### config.mk
export PLATFORM = sky130hd
export DESIGN_NAME = txd_chain_dma
export DESIGN_NICKNAME = d
export VERILOG_FILES = /design/src/rtl/txd_pkg.sv /design/src/rtl/txd_cmd_latch.sv /design/src/rtl/txd_unpack.sv /design/src/rtl/txd_walker.sv /design/src/rtl/txd_chain_dma.sv
export SDC_FILE = /design/constraint.sdc
export NUM_CORES = 1
export LEC_CHECK = 0
export ABC_AREA = 1
export ABC_CLOCK_PERIOD_IN_PS = 2500
export BUFFER_PORTS_ARGS = -buffer_cell sky130_fd_sc_hd__buf_2
export CAP_MARGIN = 20
export CORE_AREA = 4 4 207 209
export DETAILED_ROUTE_END_ITERATION = 10
export DIE_AREA = 0 0 211 213
export GPL_TIMING_DRIVEN = 0
export PLACE_DENSITY_LB_ADDON = 0.05
export SYNTH_ARGS = -nofsm -noshare
export SYNTH_HDL_FRONTEND = slang
export SYNTH_SLANG_ARGS = --single-unit
### constraint.sdc
create_clock -name clk -period 2.5 [get_ports clk]
set_input_delay 0.25 -clock clk [delete_from_list [all_inputs] [get_ports clk]]
set_output_delay 0.25 -clock clk [all_outputs]
set_load 0.05 [all_outputs]
### src/rtl/txd_pkg.sv
package txd_pkg;
   // walker states; order carries no meaning
   typedef enum logic [3:0] {
      S_IDLE,
      S_RD_CTL, S_WT_CTL,
      S_RD_NXT, S_WT_NXT,
      S_RD_BUF, S_WT_BUF,
      S_RD_DAT, S_WT_DAT,
      S_EMIT,
      S_WR_STS,
      S_DONE,
      S_PARK
   } walk_st_t;

   // word index of each descriptor field
   localparam int unsigned W_CTL = 0;
   localparam int unsigned W_NXT = 1;
   localparam int unsigned W_BUF = 2;
   localparam int unsigned W_STS = 3;
endpackage

### src/rtl/txd_cmd_latch.sv
// Holds one pending poll and one pending init, each until the walker takes it.
module txd_cmd_latch (
   input  logic clk,
   input  logic rst_n,
   input  logic poll_req,
   input  logic init_req,
   input  logic poll_take,
   input  logic init_take,
   output logic poll_pend,
   output logic init_pend
);
   always_ff @(posedge clk or negedge rst_n) begin
      if (!rst_n) begin
         poll_pend <= 1'b0;
         init_pend <= 1'b0;
      end else begin
         // an init discards any outstanding poll; otherwise a new poll wins over a take
         if (init_take)      poll_pend <= 1'b0;
         else if (poll_req)  poll_pend <= 1'b1;
         else if (poll_take) poll_pend <= 1'b0;

         if (init_req)       init_pend <= 1'b1;
         else if (init_take) init_pend <= 1'b0;
      end
   end
endmodule

### src/rtl/txd_unpack.sv
// Emits up to DW/8 bytes of a loaded word, least significant first.
module txd_unpack #(
   parameter int DW         = 32,
   parameter bit SHIFT_MODE = 1'b1
) (
   input  logic                          clk,
   input  logic                          rst_n,
   input  logic                          load,
   input  logic [DW-1:0]                 word,
   input  logic [$clog2(DW/8+1)-1:0]     nbytes,
   input  logic                          flush,
   output logic                          out_valid,
   input  logic                          out_ready,
   output logic [7:0]                    out_data,
   output logic                          busy
);
   localparam int BPW  = DW / 8;
   localparam int NBW  = $clog2(BPW + 1);
   localparam int OFSH = $clog2(BPW);

   logic [NBW-1:0] left_q;
   logic           accept;

   assign out_valid = (left_q != '0);
   assign busy      = out_valid;
   assign accept    = out_valid && out_ready;

   always_ff @(posedge clk or negedge rst_n) begin
      if (!rst_n)      left_q <= '0;
      else if (flush)  left_q <= '0;
      else if (load)   left_q <= nbytes;
      else if (accept) left_q <= left_q - NBW'(1);
   end

   generate
      if (SHIFT_MODE) begin : g_shift
         logic [DW-1:0] sh_q;
         always_ff @(posedge clk or negedge rst_n) begin
            if (!rst_n)      sh_q <= '0;
            else if (load)   sh_q <= word;
            else if (accept) sh_q <= sh_q >> 8;
         end
         assign out_data = sh_q[7:0];
      end else begin : g_mux
         logic [DW-1:0]   wd_q;
         logic [OFSH-1:0] idx_q;
         logic [7:0]      lanes [BPW];
         for (genvar g = 0; g < BPW; g++) begin : g_lane
            assign lanes[g] = wd_q[8*g +: 8];
         end
         always_ff @(posedge clk or negedge rst_n) begin
            if (!rst_n) begin
               wd_q  <= '0;
               idx_q <= '0;
            end else if (load) begin
               wd_q  <= word;
               idx_q <= '0;
            end else if (accept) begin
               idx_q <= idx_q + OFSH'(1);
            end
         end
         assign out_data = lanes[idx_q];
      end
   endgenerate
endmodule

### src/rtl/txd_walker.sv
// Descriptor list sequencer: fetch, stream, write back, follow or park.
module txd_walker
   import txd_pkg::*;
#(
   parameter int AW = 32,
   parameter int DW = 32,
   parameter int CW = 16
) (
   input  logic                          clk,
   input  logic                          rst_n,
   input  logic [AW-1:0]                 base_addr,
   input  logic                          poll_pend,
   input  logic                          init_pend,
   output logic                          poll_take,
   output logic                          init_take,
   output logic                          req_valid,
   input  logic                          req_ready,
   output logic                          req_we,
   output logic [AW-1:0]                 req_addr,
   output logic [DW-1:0]                 req_wdata,
   input  logic                          rsp_valid,
   input  logic [DW-1:0]                 rsp_data,
   output logic                          up_load,
   output logic [DW-1:0]                 up_word,
   output logic [$clog2(DW/8+1)-1:0]     up_nbytes,
   output logic                          up_flush,
   input  logic                          up_busy,
   output logic                          irq,
   output logic                          parked
);
   localparam int BPW  = DW / 8;
   localparam int NBW  = $clog2(BPW + 1);
   localparam int OFSH = $clog2(BPW);
   localparam logic [AW-1:0] OFS_NXT = AW'(W_NXT * BPW);
   localparam logic [AW-1:0] OFS_BUF = AW'(W_BUF * BPW);
   localparam logic [AW-1:0] OFS_STS = AW'(W_STS * BPW);
   localparam logic [AW-1:0] WSTEP   = AW'(BPW);

   walk_st_t        st_q;
   logic [AW-1:0]   cur_q, nxt_q, dptr_q;
   logic [CW-1:0]   cnt_q, rem_q;
   logic            hold_q, recheck_q;
   logic [NBW-1:0]  take_n;

   // init is honoured only where no memory transfer is in flight
   assign init_take = init_pend &&
                      (st_q inside {S_IDLE, S_PARK, S_EMIT, S_DONE});
   assign poll_take = (st_q == S_PARK) && poll_pend && !init_take;

   assign take_n = (rem_q < CW'(BPW)) ? NBW'(rem_q) : NBW'(BPW);

   always_ff @(posedge clk or negedge rst_n) begin
      if (!rst_n) begin
         st_q      <= S_IDLE;
         cur_q     <= '0;
         nxt_q     <= '0;
         dptr_q    <= '0;
         cnt_q     <= '0;
         rem_q     <= '0;
         hold_q    <= 1'b0;
         recheck_q <= 1'b0;
      end else if (init_take) begin
         cur_q     <= base_addr;
         recheck_q <= 1'b0;
         st_q      <= S_RD_CTL;
      end else begin
         unique case (st_q)
            S_IDLE: ;
            S_RD_CTL: if (req_ready) st_q <= S_WT_CTL;
            S_WT_CTL: if (rsp_valid) begin
               hold_q <= rsp_data[DW-1];
               // a re-check keeps the count of the completed descriptor
               if (!recheck_q) cnt_q <= rsp_data[CW-1:0];
               st_q <= S_RD_NXT;
            end
            S_RD_NXT: if (req_ready) st_q <= S_WT_NXT;
            S_WT_NXT: if (rsp_valid) begin
               nxt_q <= rsp_data[AW-1:0];
               if (recheck_q) begin
                  if (hold_q) st_q <= S_PARK;
                  else begin
                     cur_q     <= rsp_data[AW-1:0];
                     recheck_q <= 1'b0;
                     st_q      <= S_RD_CTL;
                  end
               end else if (cnt_q == '0) begin
                  st_q <= S_WR_STS;            // no buffer or data reads
               end else begin
                  st_q <= S_RD_BUF;
               end
            end
            S_RD_BUF: if (req_ready) st_q <= S_WT_BUF;
            S_WT_BUF: if (rsp_valid) begin
               dptr_q <= {rsp_data[AW-1:OFSH], {OFSH{1'b0}}};
               rem_q  <= cnt_q;
               st_q   <= S_RD_DAT;
            end
            S_RD_DAT: if (req_ready) st_q <= S_WT_DAT;
            S_WT_DAT: if (rsp_valid) begin
               rem_q  <= rem_q - CW'(take_n);
               dptr_q <= dptr_q + WSTEP;
               st_q   <= S_EMIT;
            end
            S_EMIT: if (!up_busy) st_q <= (rem_q == '0) ? S_WR_STS : S_RD_DAT;
            S_WR_STS: if (req_ready) st_q <= S_DONE;
            S_DONE: begin
               if (hold_q) st_q <= S_PARK;
               else begin
                  cur_q <= nxt_q;
                  st_q  <= S_RD_CTL;
               end
            end
            S_PARK: if (poll_pend) begin
               recheck_q <= 1'b1;
               st_q      <= S_RD_CTL;
            end
            default: st_q <= S_IDLE;
         endcase
      end
   end

   always_comb begin
      req_valid = 1'b0;
      req_we    = 1'b0;
      req_addr  = cur_q;
      unique case (st_q)
         S_RD_CTL: begin req_valid = 1'b1; req_addr = cur_q;           end
         S_RD_NXT: begin req_valid = 1'b1; req_addr = cur_q + OFS_NXT; end
         S_RD_BUF: begin req_valid = 1'b1; req_addr = cur_q + OFS_BUF; end
         S_RD_DAT: begin req_valid = 1'b1; req_addr = dptr_q;          end
         S_WR_STS: begin req_valid = 1'b1; req_we = 1'b1;
                         req_addr  = cur_q + OFS_STS;                  end
         default: ;
      endcase
   end

   // status: completion flag in the top bit, count in the low field
   always_comb begin
      req_wdata           = '0;
      req_wdata[DW-1]     = 1'b1;
      req_wdata[CW-1:0]   = cnt_q;
   end

   assign up_load   = (st_q == S_WT_DAT) && rsp_valid;
   assign up_word   = rsp_data;
   assign up_nbytes = take_n;
   assign up_flush  = init_take && (st_q == S_EMIT);
   assign irq       = (st_q == S_DONE);
   assign parked    = (st_q == S_PARK);
endmodule

### src/rtl/txd_chain_dma.sv
module txd_chain_dma #(
   parameter int AW           = 32,
   parameter int DW           = 32,
   parameter int CW           = 16,
   parameter bit SHIFT_UNPACK = 1'b1
) (
   input  logic           clk,
   input  logic           rst_n,
   input  logic           init_req,
   input  logic [AW-1:0]  base_addr,
   input  logic           poll_req,
   output logic           mem_req_valid,
   input  logic           mem_req_ready,
   output logic           mem_req_we,
   output logic [AW-1:0]  mem_req_addr,
   output logic [DW-1:0]  mem_req_wdata,
   input  logic           mem_rsp_valid,
   input  logic [DW-1:0]  mem_rsp_data,
   output logic           out_valid,
   input  logic           out_ready,
   output logic [7:0]     out_data,
   output logic           irq_done
);
   localparam int BPW = DW / 8;
   localparam int NBW = $clog2(BPW + 1);

   if (DW % 8 != 0 || DW < 16) begin : g_bad_dw
      $error("DW must be a multiple of 8 and at least 16");
   end
   if ((BPW & (BPW - 1)) != 0) begin : g_bad_bpw
      $error("DW/8 must be a power of two");
   end
   if (AW > DW || AW < 4) begin : g_bad_aw
      $error("AW must fit in a data word and be at least 4");
   end
   if (CW >= DW || CW < 1) begin : g_bad_cw
      $error("CW must be narrower than DW");
   end

   logic poll_pend_w, init_pend_w, poll_take_w, init_take_w;
   logic up_load_w, up_flush_w, up_busy_w, parked_w;
   logic [DW-1:0]  up_word_w;
   logic [NBW-1:0] up_nbytes_w;

   txd_cmd_latch u_cmd (
      .clk       (clk),
      .rst_n     (rst_n),
      .poll_req  (poll_req),
      .init_req  (init_req),
      .poll_take (poll_take_w),
      .init_take (init_take_w),
      .poll_pend (poll_pend_w),
      .init_pend (init_pend_w)
   );

   txd_walker #(.AW(AW), .DW(DW), .CW(CW)) u_walk (
      .clk       (clk),
      .rst_n     (rst_n),
      .base_addr (base_addr),
      .poll_pend (poll_pend_w),
      .init_pend (init_pend_w),
      .poll_take (poll_take_w),
      .init_take (init_take_w),
      .req_valid (mem_req_valid),
      .req_ready (mem_req_ready),
      .req_we    (mem_req_we),
      .req_addr  (mem_req_addr),
      .req_wdata (mem_req_wdata),
      .rsp_valid (mem_rsp_valid),
      .rsp_data  (mem_rsp_data),
      .up_load   (up_load_w),
      .up_word   (up_word_w),
      .up_nbytes (up_nbytes_w),
      .up_flush  (up_flush_w),
      .up_busy   (up_busy_w),
      .irq       (irq_done),
      .parked    (parked_w)
   );

   txd_unpack #(.DW(DW), .SHIFT_MODE(SHIFT_UNPACK)) u_unp (
      .clk       (clk),
      .rst_n     (rst_n),
      .load      (up_load_w),
      .word      (up_word_w),
      .nbytes    (up_nbytes_w),
      .flush     (up_flush_w),
      .out_valid (out_valid),
      .out_ready (out_ready),
      .out_data  (out_data),
      .busy      (up_busy_w)
   );
endmodule

==> flow_summary_export.csv, run 1 <==
group,metric,value,unit
worst_setup_path,rrSetupSlack,60,ps
grt,grt-ovfl-total,0,
die,core_area,0.04083,mm2
synth,avgSynthCellArea,6.558,um2
placement,place_ws,-535.9,ps
clock_tree,cts_tree,"done",
sta,finalCriticalPeriod,2906,ps
run_status,violations,"negative setup slack",
power,power.share.sequential,26.8,%
layout,drive_above_1_share,21.84,%
worst_setup_path,startpoint_type,"flop",
route,wl_per_cell,21.95,um
sta,slew_headroom,46.70,%
route,antenna_left,0,
layout,final_common_cell,"nand2_1",
layout,fill_cells,4514,
worst_setup_path,cp.arrival,2660,ps
synth,ys_seq_elements,169,
die,io_pins,147,
hold_path,holdCritPathClass,"in -> reg",
grt,met2_usage,38.44,%
sta,fin_worst_skew,22.50,ps
placement,gp_congestion,0.9323,
worst_setup_path,crit_type,"reg -> out",
grt,grt_pass1_wl,80220,um
power,swShare,54.02,%
grt,grt_pass1_vias,12080,
sta,hold_violations,0,
power,p_int,9.363,mW
sta,min_period_over_period,116.3,%
run,maxCapViolCount,0,
die,rows,74,
power,p_leak,7.089,nW
worst_setup_path,endpoint_kind,"output pin",
layout,multi_input_area,0.006579,mm2
synth,synth_fa_ha_area_share,0.8372,%
sta,tns,-9396,ps
route,drtPass1Iterations,7,
hold_path,whs_path_depth,2,
grt,busiest_layer,"met2",
synth,synth_top_family_by_area,"simple AND/OR/NAND/NOR gates",
placement,port_buffers,130,
route,wl,54690,um
grt,use_met3,3.306,%
worst_setup_path,r2r_cells,12,
placement,placed_area,0.01294,mm2
synth,synth_xor_area_share,0.4627,%
power,peakVddDrop,0.5948,mV
synth,yosysSeqAreaShare,37.23,%
clock_tree,clock_latency,470,ps
clock_tree,cts_max_level,4,
route,drc,0,
power,pwr-share-comb,59.7,%
grt,grt.total_usage,24.01,%
sta,worst_slew_pin_slew,799.5,ps
run_status,status,"complete, but fails checks",
clock_tree,clk_pin_slew,80,ps
sta,slew_violations,0,
synth,synth-edff-count,0,
layout,synthToLayoutAreaGrowth,30.17,%
sta,fin_ws,-406.4,ps
synth,ys_warn_count,0,
layout,nets,2025,
clock_tree,clkSinkCount,169,
synth,syn_area,0.01136,mm2
layout,fin_area,0.01479,mm2
power,p_switching,11.00,mW
die,initial_utilization,27.82,%
route,drt_iter0_drc,1152,
die,die_area,0.04494,mm2
clock_tree,cts-root-buf,"clkbuf_16",
synth,synthDistinctLibCells,43,
worst_setup_path,cp.required,2250,ps
layout,final_cell_mix,"nand2_1, inv_1, dfrtp_1, nand3_1, buf_2",
worst_setup_path,cp_max_fo,5,
synth,synth_top_flop_cell,"dfrtp_1",
sta,max_freq,344.1,MHz
placement,hpwl,42820,um
synth,async_flop_share,100.0,%
synth,muxShareOfSynthArea,0,%
synth,synth_compound_area_share,15.94,%
clock_tree,clockBufferDepth,2,
die,die_h,213,um
grt,grt_util_met1,33.37,%
clock_tree,numCtsBuffers,17,
power,pwr-share-clk,13.4,%
grt,antenna_found_initial,1,
route,vias_per_cell,5.077,
synth,synth-simple-area-share,34.60,%
power,p_per_area,1377,mW/mm2
layout,regArea,0.004240,mm2
route,route.vias.total,12650,
sta,grt_setup_unrepaired,"true",
grt,grt_max_degree,102,
synth,synth_cells,1732,
die,fp.dieW,211,um
sta,finalSetupViolCount,30,
layout,antenna_cells,0,
## cells in the mapped netlist (2+ instances only)
cell type	number	area share (%)
o211ai_1	14	0.93
inv_1	176	5.8
o22ai_1	10	0.55
xor2_1	5	0.39
a211oi_1	4	0.26
nor3_2	2	0.18
dfrtp_1	169	37
o221ai_1	6	0.46
a21oi_1	62	2.7
conb_1	2	0.066
o21ai_1	79	3.5
nand2_2	2	0.11
buf_4	26	1.7
a31oi_1	36	2.0
nor2_1	141	4.7
nand2_1	556	18
a221oi_1	2	0.15
nor2_2	3	0.17
nor3_1	20	0.88
a22oi_1	3	0.20
nand4_1	35	1.9
clkbuf_1	43	1.4
ha_1	6	0.66
buf_1	5	0.17
o21bai_1	2	0.13
buf_2	32	1.4
nand3b_1	7	0.46
inv_2	10	0.33
o21ai_0	80	3.5
or2_2	3	0.17
nand3_1	165	7.3
o2111ai_1	14	1.1
nor2_4	2	0.20
## logic make-up after synthesis
logic type | count (synthesis)
and+or+nand+nor | 939
AOI/OAI and AO/OA | 317
buffers and inverters | 292
DFF | 169
adders and majority gates | 7
xor gates and xnor gates | 6
other | 2
## worst max-delay path: stages (launching register included)
cell      delay (ps)
dfrtp_2          430
buf_4            140
buf_6            110
nor2_4           130
inv_2             60
nor2_4           160
nor2_4            60
buf_4            130
buf_6            110
buf_12           120
buf_8            130
o211ai_1         340
buf_4            280
## layout make-up
cell class	instances	share of cell area, %
plain buffers	102	4.231
clock inverters	13	0.8209
repair buffers	185	9.427
inverters	186	4.781
multi-input cells	1286	44.50
well taps	532	4.502
clock buffers	19	3.063
flip-flops and latches	169	28.68
## sequential cells by signal (all words and copies together) (netlist names), 3 cells and up
| register | cells |
|---|---|
| u_unp.left_q | 3 |
| u_walk.rem_q | 16 |
| u_walk.cnt_q | 16 |
| u_walk.st_q | 4 |
| u_walk.nxt_q | 32 |
| u_walk.dptr_q | 30 |
| u_walk.cur_q | 32 |
| u_unp.g_shift.sh_q | 32 |
## metrics by stage
| step | instances | power, mW | util [%] | hold slack [ps] |
|---|---|---|---|---|
| after global placement | 2409 | 15.77 | 31.60 | 462.8 |
| after floorplan | 1747 | 12.38 | - | -45.59 |
| after CTS | 2479 | 19.85 | 35.14 | 8.543 |
| after global routing | 2492 | 21.76 | 36.21 | 14.30 |
| final | 2492 | 20.36 | 36.21 | 14.51 |
| after detailed placement | 2410 | 15.85 | 31.69 | 271.3 |
## power groups by stage
stage          logic, mW  clock network [mW]  registers (mW)
5_1_grt             13.2                2.89            5.63
2_1_floorplan       7.18                   0            5.20
3_5_place_dp        10.5                   0            5.38
6_report            12.2                2.74            5.47
3_3_place_gp        10.4                   0            5.38
4_1_cts             11.7                2.79            5.39
## routing by layer
layer | routed length (um) | part of all wire [%]
met2 | 25190 | 46
met3 | 2838 | 5.2
met4 | 1736 | 3.2
met5 | 0 | 0
met1 | 24930 | 46
## what timing repair did
action	4_1_cts	5_1_grt
hold buffers	2	0
resized for setup	164	92
setup buffers	37	13
pin swaps	30	24
gates cloned	1	1
endpoints found under the hold margin	69	0
endpoints found under the setup margin	48	112
## path summary, 6_finish.rpt
| path | from | end |
|---|---|---|
| worst max-delay path | u_walk.st_q[3] | mem_req_addr[2] |
| worst min-delay path | init_req | u_cmd.init_pend |
| worst max register to register | u_walk.st_q[3] | u_walk.dptr_q[17] |
| worst min register to register | u_unp.g_shift.sh_q[6] | u_unp.g_shift.sh_q[6] |
| max in group asynchronous | rst_n | u_walk.dptr_q[28] |
| min in group asynchronous | rst_n | u_unp.g_shift.sh_q[19] |
Power figures use the tool's default switching activity.
==> inputs of run 2 (changes only) <==
Settings changed: CORE_AREA 4 4 207 209 to 4 4 238 182, DIE_AREA 0 0 211 213 to 0 0 242 186.
==> flow_summary_export.csv, run 2 (same netlist as run 1, synthesis figures left out) <==
group,metric,value,unit
grt,antenna_found_initial,2,
placement,gp_congestion,0.9291,
power,swShare,54.33,%
die,die_area,0.04501,mm2
worst_setup_path,rrSetupSlack,150,ps
sta,max_freq,341.2,MHz
clock_tree,clock_latency,450,ps
sta,min_period_over_period,117.2,%
layout,reg_top3,"u_unp.g_shift.sh_q (32), u_walk.cur_q (32), u_walk.nxt_q (32)",
clock_tree,numCtsBuffers,17,
sta,hold_violations,0,
power,pwr-share-clk,13.4,%
layout,drive_above_1_share,21.66,%
sta,finalCriticalPeriod,2931,ps
sta,grt_setup_unrepaired,"true",
placement,hpwl,43190,um
route,vias_per_cell,5.114,
route,drtPass1Iterations,6,
sta,finalSetupViolCount,30,
worst_setup_path,cp.required,2250,ps
route,route.vias.total,12690,
grt,grt.total_usage,24.47,%
route,drt_iter0_drc,993,
sta,fin_ws,-431.0,ps
die,initial_utilization,27.92,%
grt,grt-ovfl-total,0,
worst_setup_path,startpoint_type,"flop",
die,die_h,186,um
worst_setup_path,cp.arrival,2680,ps
power,p_per_area,1371,mW/mm2
hold_path,holdCritPathClass,"in -> reg",
grt,grt_pass1_wl,82230,um
route,antenna_left,0,
sta,worst_slew_pin_slew,789.0,ps
placement,dpl.cell_count,2406,
layout,synthToLayoutAreaGrowth,29.33,%
grt,grt_max_degree,94,
sta,slew_headroom,47.40,%
layout,fin_cells,2482,
die,io_pins,147,
grt,grt_pass1_vias,12510,
clock_tree,clkSinkCount,169,
die,core_area,0.04068,mm2
worst_setup_path,r2r_cells,10,
layout,final_cell_mix,"nand2_1, inv_1, dfrtp_1, nand3_1, buf_2",
worst_setup_path,crit_type,"reg -> out",
clock_tree,clk_pin_slew,70,ps
layout,final_common_cell,"nand2_1",
power,p_switching,10.94,mW
clock_tree,cts_max_level,4,
sta,slew_violations,0,
power,p_int,9.195,mW
clock_tree,clockBufferDepth,2,
worst_setup_path,cp_max_fo,4,
power,peakVddDrop,0.7756,mV
die,fp.dieW,242,um
placement,port_buffers,130,
worst_setup_path,timing.rr.start,"u_walk.st_q[2]",
layout,nets,2018,
route,wl_per_cell,22.11,um
worst_setup_path,worstSetupEndpoint,"mem_req_addr[20]",
clock_tree,cts-root-buf,"clkbuf_16",
run,maxCapViolCount,0,
power,power.share.sequential,27.2,%
power,p_leak,7.039,nW
run_status,status,"complete, but fails checks",
run_status,violations,"negative setup slack",
worst_setup_path,endpoint_kind,"output pin",
worst_setup_path,crit_start,"u_walk.st_q[3]",
die,rows,64,
sta,fin_worst_skew,11.07,ps
clock_tree,cts_tree,"done",
worst_setup_path,reg2reg_to,"u_walk.cur_q[6]",
power,pwr-share-comb,59.4,%
route,wl,54880,um
route,drc,0,
layout,final_util,36.11,%
-- run 2: worst max-delay path, stage by stage, from the launching register on --
cell        delay [ps]
dfrtp_2            440
inv_2               90
nor2_4              50
nand2_4             80
clkinvlp_4         160
fa_2               430
buf_4              150
nand4_1            220
nand2_1            100
o211ai_1           130
o21ai_1            100
nand2_1            110
buf_6              170
-- run 2: layout make-up --
cell class	count	area (um2)
clock inverters	13	120.1
clock buffers	19	452.9
multi-input cells	1286	6591
well taps	528	660.6
fillers	4500	25990
diodes	1	2.502
plain buffers	103	635.6
inverters	186	709.4
repair buffers	177	1280
flip-flops and latches	169	4238
-- run 2: stage by stage --
| stage | setup TNS, ps | hold WS [ps] | setup slack (ps) | power, mW | area, um2 |
|---|---|---|---|---|---|
| 4_1_cts | -9037 | 14.69 | -398.3 | 19.78 | 14280 |
| 6_report | -10240 | 26.40 | -431.0 | 20.14 | 14690 |
| 3_3_place_gp | -338140 | 454.7 | -1957 | 15.89 | 12900 |
| 3_5_place_dp | -11020 | 352.5 | -562.1 | 15.93 | 12930 |
| 2_1_floorplan | -684.8 | -45.59 | -119.3 | 12.38 | 11580 |
| 5_1_grt | -13460 | 9.041 | -547.8 | 21.56 | 14690 |
-- run 2: routing by layer --
metal	share of wire, %	track usage (%)
met5	0.018	0
met1	49	35.54
met3	8.0	6.725
met2	41	36.04
met4	1.9	5.941
-- run 2: worst min path at each step --
stage | cells after the start | slack [ps] | to | startpoint
global route | 2 | 9 | u_cmd.init_pend | init_req
detailed placement | 1 | 350 | u_unp.g_shift.sh_q[6] | rst_n
finish | 2 | 30 | u_cmd.init_pend | init_req
global placement | 2 | 450 | u_walk.cur_q[0] | u_walk.cur_q[0]
CTS | 2 | 10 | u_cmd.init_pend | init_req
floorplan | 0 | -50 | u_cmd.init_pend | rst_n
-- run 2: power groups by stage --
stage	logic, mW	registers [mW]	clock network [mW]
finish	12.0	5.48	2.69
global route	13.1	5.61	2.87
CTS	11.6	5.42	2.75
detailed placement	10.5	5.41	0
global placement	10.5	5.41	0
floorplan	7.18	5.20	0
-- run 2: timing repair --
item,4_1_cts,5_1_grt
buffers inserted,32,12
pin swaps,31,32
hold buffers,2,0
endpoints found under the hold margin,93,0
gates resized for setup,165,93
endpoints found under the setup margin,36,133
